### src/rtl/txb_pkg.sv
package txb_pkg;
    localparam int DEF_SLOTS   = 4;
    localparam int DEF_WAITERS = 4;
    localparam int DEF_CNT_W   = 8;
    localparam int DEF_BYTE_W  = 16;

    function automatic int idx_width(input int n);
        return (n > 1) ? $clog2(n) : 1;
    endfunction
endpackage

### src/rtl/txb_slot.sv
module txb_slot #(
    parameter int CNT_W  = 8,
    parameter int BYTE_W = 16
) (
    input  logic              clk,
    input  logic              rst_n,
    input  logic              init_hit,
    input  logic [CNT_W-1:0]  init_arr,
    input  logic [BYTE_W-1:0] init_bytes,
    input  logic              arv_hit,
    input  logic              txb_hit,
    input  logic [BYTE_W-1:0] txb_bytes,
    output logic              phase_o,
    output logic              phase_nx_o,
    output logic              err_o
);
    typedef struct packed {
        logic [CNT_W-1:0]  exp_arr;
        logic [CNT_W-1:0]  arr;
        logic [BYTE_W-1:0] exp_b;
        logic [BYTE_W-1:0] bcnt;
        logic              phase;
        logic              err;
    } slot_t;

    slot_t s_q, s_d;
    logic [CNT_W:0]  asum;
    logic [BYTE_W:0] bsum;
    logic            over;

    always_comb begin
        s_d  = s_q;
        asum = {1'b0, s_q.arr} + {{CNT_W{1'b0}}, arv_hit};
        bsum = {1'b0, s_q.bcnt} + (txb_hit ? {1'b0, txb_bytes} : '0);
        over = txb_hit && (bsum > {1'b0, s_q.exp_b});
        if (init_hit) begin
            s_d.exp_arr = init_arr;
            s_d.exp_b   = init_bytes;
            s_d.arr     = '0;
            s_d.bcnt    = '0;
            s_d.err     = 1'b0;
        end else begin
            s_d.arr = asum[CNT_W-1:0];
            if (over) s_d.err  = 1'b1;
            else      s_d.bcnt = bsum[BYTE_W-1:0];
            if ((arv_hit || txb_hit) && !s_q.err && !over &&
                asum == {1'b0, s_q.exp_arr} && bsum == {1'b0, s_q.exp_b}) begin
                s_d.phase = ~s_q.phase;
                s_d.arr   = '0;
                s_d.bcnt  = '0;
            end
        end
    end

    always_ff @(posedge clk or negedge rst_n) begin
        if (!rst_n) s_q <= '0;
        else        s_q <= s_d;
    end

    assign phase_o    = s_q.phase;
    assign phase_nx_o = s_d.phase;
    assign err_o      = s_q.err;

    // with no arrival and no byte report the phase cannot move
    a_r4_idle_no_flip: assert property (@(posedge clk) disable iff (!rst_n)
        (!arv_hit && !txb_hit) |=> $stable(phase_o));
    // a flagged slot holds its phase and its flag until re-initialized
    a_r8_err_blocks: assert property (@(posedge clk) disable iff (!rst_n)
        (err_o && !init_hit) |=> ($stable(phase_o) && err_o));
    // init leaves the slot with a clear error flag
    a_r3_init_clears: assert property (@(posedge clk) disable iff (!rst_n)
        init_hit |=> !err_o);
endmodule

### src/rtl/txb_waiters.sv
module txb_waiters #(
    parameter int NW    = 4,
    parameter int NS    = 4,
    parameter int SW    = 2,
    parameter int WID_W = 2
) (
    input  logic             clk,
    input  logic             rst_n,
    input  logic             wait_valid,
    input  logic [WID_W-1:0] wait_id,
    input  logic [SW-1:0]    wait_slot,
    input  logic             wait_phase,
    input  logic [NS-1:0]    phase_q,
    input  logic [NS-1:0]    phase_d,
    output logic [NW-1:0]    wake_o
);
    typedef struct packed {
        logic [NW-1:0]         sleep;
        logic [NW-1:0]         ph;
        logic [NW-1:0][SW-1:0] slot;
        logic [NW-1:0]         wake;
    } wt_t;

    wt_t w_q, w_d;
    logic [NW-1:0] imm;

    always_comb begin
        w_d      = w_q;
        w_d.wake = '0;
        imm      = '0;
        for (int i = 0; i < NW; i++) begin
            if (w_q.sleep[i] && (phase_d[w_q.slot[i]] != w_q.ph[i])) begin
                w_d.sleep[i] = 1'b0;
                w_d.wake[i]  = 1'b1;
            end
        end
        if (wait_valid) begin
            if (phase_q[wait_slot] != wait_phase) begin
                imm[wait_id]       = 1'b1;
                w_d.sleep[wait_id] = 1'b0;
            end else if (phase_d[wait_slot] != wait_phase) begin
                w_d.sleep[wait_id] = 1'b0;
                w_d.wake[wait_id]  = 1'b1;
            end else begin
                w_d.sleep[wait_id] = 1'b1;
                w_d.wake[wait_id]  = 1'b0;
                w_d.slot[wait_id]  = wait_slot;
                w_d.ph[wait_id]    = wait_phase;
            end
        end
    end

    always_ff @(posedge clk or negedge rst_n) begin
        if (!rst_n) w_q <= '0;
        else        w_q <= w_d;
    end

    assign wake_o = w_q.wake | imm;

    // only the single requesting waiter can be woken immediately
    a_r6_one_immediate: assert property (@(posedge clk) disable iff (!rst_n)
        $onehot0(imm));
    // no immediate wake without a wait request
    a_r6_imm_needs_wait: assert property (@(posedge clk) disable iff (!rst_n)
        !wait_valid |-> (imm == '0));

    for (genvar g = 0; g < NW; g++) begin : g_chk
        // a registered wake follows a parked waiter or a wait request
        a_r7_wake_from_sleep: assert property (@(posedge clk) disable iff (!rst_n)
            w_q.wake[g] |-> ($past(w_q.sleep[g]) || $past(wait_valid)));
    end
endmodule

### src/rtl/txn_barrier.sv
module txn_barrier
    import txb_pkg::*;
#(
    parameter int NUM_SLOTS   = DEF_SLOTS,
    parameter int NUM_WAITERS = DEF_WAITERS,
    parameter int CNT_W       = DEF_CNT_W,
    parameter int BYTE_W      = DEF_BYTE_W,
    localparam int SLOT_W     = idx_width(NUM_SLOTS),
    localparam int WID_W      = idx_width(NUM_WAITERS)
) (
    input  logic                   clk,
    input  logic                   rst_n,
    input  logic                   init_valid,
    input  logic [SLOT_W-1:0]      init_slot,
    input  logic [CNT_W-1:0]       init_arrivals,
    input  logic [BYTE_W-1:0]      init_bytes,
    input  logic                   arv_valid,
    input  logic [SLOT_W-1:0]      arv_slot,
    input  logic                   txb_valid,
    input  logic [SLOT_W-1:0]      txb_slot,
    input  logic [BYTE_W-1:0]      txb_bytes,
    input  logic                   wait_valid,
    input  logic [WID_W-1:0]       wait_id,
    input  logic [SLOT_W-1:0]      wait_slot,
    input  logic                   wait_phase,
    output logic [NUM_WAITERS-1:0] wake_o,
    output logic [NUM_SLOTS-1:0]   phase_o,
    output logic [NUM_SLOTS-1:0]   err_o
);
    logic [NUM_SLOTS-1:0] phase_nx;

    for (genvar s = 0; s < NUM_SLOTS; s++) begin : g_slot
        txb_slot #(.CNT_W(CNT_W), .BYTE_W(BYTE_W)) u_slot (
            .clk        (clk),
            .rst_n      (rst_n),
            .init_hit   (init_valid && (init_slot == SLOT_W'(s))),
            .init_arr   (init_arrivals),
            .init_bytes (init_bytes),
            .arv_hit    (arv_valid && (arv_slot == SLOT_W'(s))),
            .txb_hit    (txb_valid && (txb_slot == SLOT_W'(s))),
            .txb_bytes  (txb_bytes),
            .phase_o    (phase_o[s]),
            .phase_nx_o (phase_nx[s]),
            .err_o      (err_o[s])
        );
    end

    txb_waiters #(.NW(NUM_WAITERS), .NS(NUM_SLOTS), .SW(SLOT_W), .WID_W(WID_W)) u_wait (
        .clk        (clk),
        .rst_n      (rst_n),
        .wait_valid (wait_valid),
        .wait_id    (wait_id),
        .wait_slot  (wait_slot),
        .wait_phase (wait_phase),
        .phase_q    (phase_o),
        .phase_d    (phase_nx),
        .wake_o     (wake_o)
    );

    // at most one slot can flip per cycle when only one slot is addressed
    a_r10_single_slot: assert property (@(posedge clk) disable iff (!rst_n)
        (!init_valid && !txb_valid && arv_valid) |=> ($countones(phase_o ^ $past(phase_o)) <= 1));
endmodule

### config.mk
export PLATFORM = sky130hd
export DESIGN_NAME = txn_barrier
export DESIGN_NICKNAME = d
export VERILOG_FILES = /design/src/rtl/txb_pkg.sv /design/src/rtl/txb_slot.sv /design/src/rtl/txb_waiters.sv /design/src/rtl/txn_barrier.sv
export SDC_FILE = /design/constraint.sdc
export NUM_CORES = 1
export LEC_CHECK = 0
export BUFFER_PORTS_ARGS = -buffer_cell sky130_fd_sc_hd__buf_2
export CAP_MARGIN = 20
export CELL_PAD_IN_SITES_DETAIL_PLACEMENT = 0
export CELL_PAD_IN_SITES_GLOBAL_PLACEMENT = 1
export CORE_AREA = 8 8 182 184
export CTS_BUF_LIST = sky130_fd_sc_hd__clkbuf_8
export DETAILED_ROUTE_END_ITERATION = 8
export DIE_AREA = 0 0 190 192
export PLACE_DENSITY_LB_ADDON = 0.1
export SYNTH_ARGS = -nofsm -noshare
export SYNTH_HDL_FRONTEND = slang
export SYNTH_SLANG_ARGS = --single-unit
### constraint.sdc
create_clock -name clk -period 6.3 [get_ports clk]
set_clock_uncertainty 0.05 [all_clocks]
set_input_delay 0.63 -clock clk [delete_from_list [all_inputs] [get_ports clk]]
set_output_delay 0.63 -clock clk [all_outputs]
set_load 0.01 [all_outputs]
Word-level counts from Yosys, hierarchy flattened:

Index checks and enable logic that the tools add are counted.

* register bits after elaboration: 220
* latch bits: 0
* memory bits (writable): 0
* memory bits (read-only): 0
* input bits: 57
* output and inout bits: 12
* logic and storage cells: 216
* memories: 0

* $add $sub $neg: 8
* multiply operators: 0
* div/mod/pow operators: 0
* order comparisons: 11
* eq/ne operators: 27
* shifts and indexed selects: 0
* multiplexer cells: 70
* bitwise operators: 12
* reduce and logical (&&, ||, !) cells: 57

Operators by type and width (number)
* 2-to-1 mux 16 bit: 13
* adder 16 x 17 -> 17 bit: 4
* == test 17 x 16 -> 1 bit: 4
* > comparator 17 x 16 -> 1 bit: 4
* 2-to-1 mux 17 bit: 4
* 2-to-1 mux 8 bit: 8
* logical AND 1 bit: 37
* adder 8 x 1 -> 9 bit: 4
* == test 9 x 8 -> 1 bit: 4
* 2-to-1 mux 1 bit: 27
* 2-to-1 mux 20 bit: 1
* 2-to-1 mux 4 bit: 5
* < comparator 2 x 3 -> 1 bit, second input constant: 6
* binary-select mux 1 bit (select 2 bit): 6
* == test 2 bit, second input constant: 6
* 2-to-1 mux 12 bit: 1
* != test 3 x 2 -> 1 bit, second input constant: 4
* bitwise OR 4 bit: 3
* AND 4 bit: 2
* bitwise mux 8 bit: 1
* logical NOT 1 bit: 8
* nonzero test 2 bit: 4
* == test 2 x 1 -> 1 bit, second input constant: 3
* logical NOT 2 bit: 3
* other kinds (10): 23

Logic depth before layout (Yosys ltp):

* depth in word-level cells: 21
* mapped depth: 29
* mapped depth without buffers: 27

Hierarchy:

Synthesis repeated with hierarchy kept, for this count alone.

* cell total of the unflattened synthesis: 1503
* area total of the unflattened synthesis: 14681.6 um^2

Modules (own cells, without submodules)
* txb_slot (g_slot[1].u_slot ...): instances 2, cells an instance 352, area each 3349.5 um^2, sequential area each 1251.2 um^2
* txb_slot (g_slot[0].u_slot): instances 1, cells an instance 350, area each 3420.8 um^2, sequential area each 1251.2 um^2
* txb_slot (g_slot[3].u_slot): instances 1, cells an instance 347, area each 3360.7 um^2, sequential area each 1251.2 um^2
* txb_waiters: instances 1, cells an instance 90, area each 1088.5 um^2, sequential area each 500.5 um^2
* txn_barrier: instances 1, cells an instance 12, area each 112.6 um^2, sequential area each 0.0 um^2

Least setup slack after synthesis:

OpenSTA, ideal clock, no wires.

* kind: in2reg
* from: in txb_slot[1]
* to: reg (tool-made name)
* library setup time: 0.125 ns
* data arrival time: 6.141 ns
* data required time: 6.125 ns
* setup slack: -0.015 ns
* cell stages on the path: 27
* buffers on the path: 3
* path through: nor3b_2 clkbuf_1 nand2_1 inv_1 ha_1 a21o_1 a21oi_1 nand2b_1 a21oi_1 a2111oi_0 o31ai_1 nand3_1 nand2_1 xor2_1 ha_1 nand4_1 or4_1 nor4_1 nand4_1 a211oi_2 xor2_2 or3_2 and3_1 buf_6 buf_12 mux2i_2 mux2_2

RTL lines
* from (decl): line txn_barrier.sv:20 `input logic [SLOT_W-1:0] txb_slot,`

==> run_results.csv <==
group,metric,value,unit
critical_path,worstPathRequired,6.69,ns
critical_path,cp_num_buf_inv,4,
drt,wl,41390,um
status,status,"completed",
critical_path,critPathMaxFanout,7,
pwr,pwr-share-seq,34.8,%
pwr,combPwrFrac,40.3,%
cts,worst_skew_pair.late_latency,0.57,ns
pwr,netSwitchingPower,0.002022,W
timing,timing.final.crit_share,93.16,%
pwr,swShare,35.32,%
timing,setup_ws,0.4307,ns
logic_synthesis,yosysUniqueCellTypes,74,
critical_path,max_stage_delay,0.49,ns
logic_synthesis,yosysTopAreaCell,"dfrtp_1",
logic_synthesis,synthAdderAreaFrac,12.00,%
critical_path,arrival,6.26,ns
logic_synthesis,synth_edf_count,0,
floorplanning,io_pins,69,
cts,clock_path_buffers,3,
cts,post_cts_buffers,0,
drt,dr.first_iter.drc_count,675,
logic_synthesis,yosys.area_share.simple,15.44,%
place,io_buffers,68,
floorplanning,die_h,192,um
floorplanning,start_util,49.18,%
cells_and_area,stdcell_area,17370,um2
critical_path,critPathCaptureType,"flop",
cells_and_area,diodes,0,
hold_path,hold_class,"in -> async",
place,dp_slack,-0.3322,ns
grt,track_usage,22.79,%
timing,tightest_slew,0.8475,ns
logic_synthesis,ys_seq_area_share,37.08,%
pwr,intPower,0.003703,W
place,routabilityCongestion,0.8746,
run,maxCapViolCount,0,
place,dpl.hpwl,30550,um
cells_and_area,layout-drive-gt1-share,20.53,%
timing,slew_viol_final,0,
cts,cts_htree_levels,2,
grt,grt_max_degree,100,
place,dpl_cell_area,16490,um2
logic_synthesis,synth-xor-area-share,6.793,%
drt,wl_per_cell,19.08,um
logic_synthesis,syn_inst,1546,
logic_synthesis,synthMuxAreaShare,5.697,%
timing,fmax,170.4,MHz
critical_path,crit_slowest_cell,"or4_1",
timing,slew_headroom,43.50,%
pwr,p_total,0.005725,W
logic_synthesis,synth_compound_area_share,17.56,%
drt,vias,11934,
timing,hold_violations,0,
logic_synthesis,synth_top_family_by_area,"compound AO/OA/AOI/OAI gates",
pwr,power_leakage,8.826,nW
logic_synthesis,synth_area_leaders,"dfrtp_1, ha_1, mux2_2, xnor2_1, inv_1",
pwr,p_clk_share,24.9,%
logic_synthesis,synth_ff_type,"dfrtp_1",
grt,overflow,0,
grt,grt_pass1_vias,12073,
logic_synthesis,yosysWarnings,0,
cts,numCtsBuffers,42,
logic_synthesis,syn-cell-area,14850,um2
critical_path,start_kind,"input pin",
cells_and_area,areaGrowthSynthToFinish,17.02,%
cells_and_area,fin_nets,1940,
drt,ant_nets,0,
grt,grt_first_pass_wirelength,65230,um
logic_synthesis,avgSynthCellArea,9.603,um2
drt,drt_first_pass_iters,5,
critical_path,path_class,"in -> reg",
logic_synthesis,ys_seq_elements,220,
cts,cts_root_buf,"clkbuf_8",
logic_synthesis,async_flop_share,100.0,%
pwr,power_density,329.5,nW/um2
cts,cts_sinks,220,
timing,rsz0062_at_grt,"no",
pwr,ir_drop,0.0001887,V
critical_path,crit_family,"simple AND/OR/NAND/NOR gates",
floorplanning,row_count,64,
logic_synthesis,netlist.area_leader.share,37.08,%
grt,antenna_found_initial,5,
drt,drc,0,
cts,cts.clk_slew.worst_paths,0.06,ns
logic_synthesis,syn-num-nets,1743,
floorplanning,core,30190,um2
floorplanning,chipWidth,190,um
timing,setup_violations,0,
drt,via_per_inst,5.502,
floorplanning,die_area,36480,um2
timing,finalCriticalPeriod,5.869,ns
cts,cts_tree,"built",
power groups by stage:
stage                     combinational, W  clock [W]  sequential, W
after global placement             0.00227          0        0.00200
after detailed placement           0.00230          0        0.00200
after CTS                          0.00232    0.00147        0.00199
after global routing               0.00261    0.00154        0.00203
after floorplan                    0.00162          0        0.00194
final                              0.00231    0.00143        0.00199
logic make-up after synthesis:
kind of cell	count (synthesis)
multiplexers	74
adder cells (fa/ha/maj)	140
flip-flops	220
AND/OR/NAND/NOR	443
XOR/XNOR	108
AO/OA/AOI/OAI	362
buffers and inverters	199
metrics by stage:
stage / hold WS (ns) / instances / TNS, ns / utilization [%]
2_1_floorplan: 0.2844 / 1546 / 0 / -
3_3_place_gp: 0.4305 / 2095 / -1.228 / 54.63
3_5_place_dp: 0.4330 / 2095 / -3.080 / 54.63
4_1_cts: 0.06212 / 2169 / 0 / 57.44
5_1_grt: 0.1019 / 2169 / 0 / 57.54
6_report: 0.04354 / 2169 / 0 / 57.54
layer usage:
layer	up-vias	routed length, um	share of wire [%]	track usage, %
li1	5885	-	-	-
met1	5745	18530	45	29.89
met2	227	19120	46	37.46
met3	77	2355	5.7	3.649
met4	0	1372	3.3	8.509
met5	-	0	0	0
state kept, by name, indices dropped and copies added, names as in the netlist, named ones only:
signal                 flops
g_slot.u_slot.s_q        192
u_wait.w_q                 8
g_slot.u_slot.err_o        4
g_slot.u_slot.phase_o      4
synth_stat cells (9+ instances only):
cell	number
a21boi_0	11
nand3_1	37
a211oi_1	9
o21ai_0	65
xor2_1	40
nor2b_1	28
o32ai_1	17
o211ai_1	11
nor2_1	97
and3_1	18
ha_1	136
nand4_1	22
a21o_1	39
nor3_1	10
a22o_1	48
or3_1	11
nand2b_1	12
o21a_1	33
nand2_1	101
dfrtp_1	220
clkbuf_1	37
and2_1	65
xnor2_1	63
o31ai_1	10
inv_1	145
a21oi_1	47
mux2_2	66
o21bai_1	10
placed cells by master (no fill, tap or decap), drive strengths merged, types with 10 or more instances in the layout:
master / count
a22o: 48
nand3: 39
o21bai: 10
a21boi: 11
nor2b: 28
inv: 157
mux2: 68
dfrtp: 220
nand4: 22
a21o: 39
o211ai: 11
and2: 65
nor3: 11
o21ai: 67
buf: 207
clkbuf: 53
o32ai: 17
xor2: 41
o31ai: 11
o21a: 33
nand2b: 12
or3: 12
nor2: 97
a21oi: 47
and3: 18
xnor2: 63
nand2: 101
a211oi: 12
ha: 136
final cells by class:
class	instances	area (um2)
Fill cell	2730	12820
Sequential cell	220	5505
Clock inverter	21	117.6
Timing Repair Buffer	207	1406
Inverter	145	544.3
Tap cell	396	495.5
Multi-Input combinational cell	1127	8573
Clock buffer	53	729.5
worst paths after layout:
path | start | to | slack (ns) | depth (start not counted)
min in group clk | init_arrivals[1] | g_slot[1].u_slot.s_q[43] | 0.30 | 3
hold reg to reg | g_slot[1].u_slot.s_q[18] | g_slot[1].u_slot.s_q[18] | 0.45 | 2
setup reg to reg | g_slot[1].u_slot.s_q[2] | flop | 0.63 | 22
max in group asynchronous | rst_n | asynchronous set/reset pin | 4.72 | 2
hold / removal | rst_n | g_slot[3].u_slot.s_q[6] | 0.04 | 1
setup / recovery | txb_slot[0] | flop | 0.43 | 27
what timing repair did:
item | 4_1_cts | 5_1_grt
endpoints found under the setup margin | 0 | 16
hold buffers | 0 | 0
resized for setup | 0 | 10
Power figures use the tool's default switching activity.
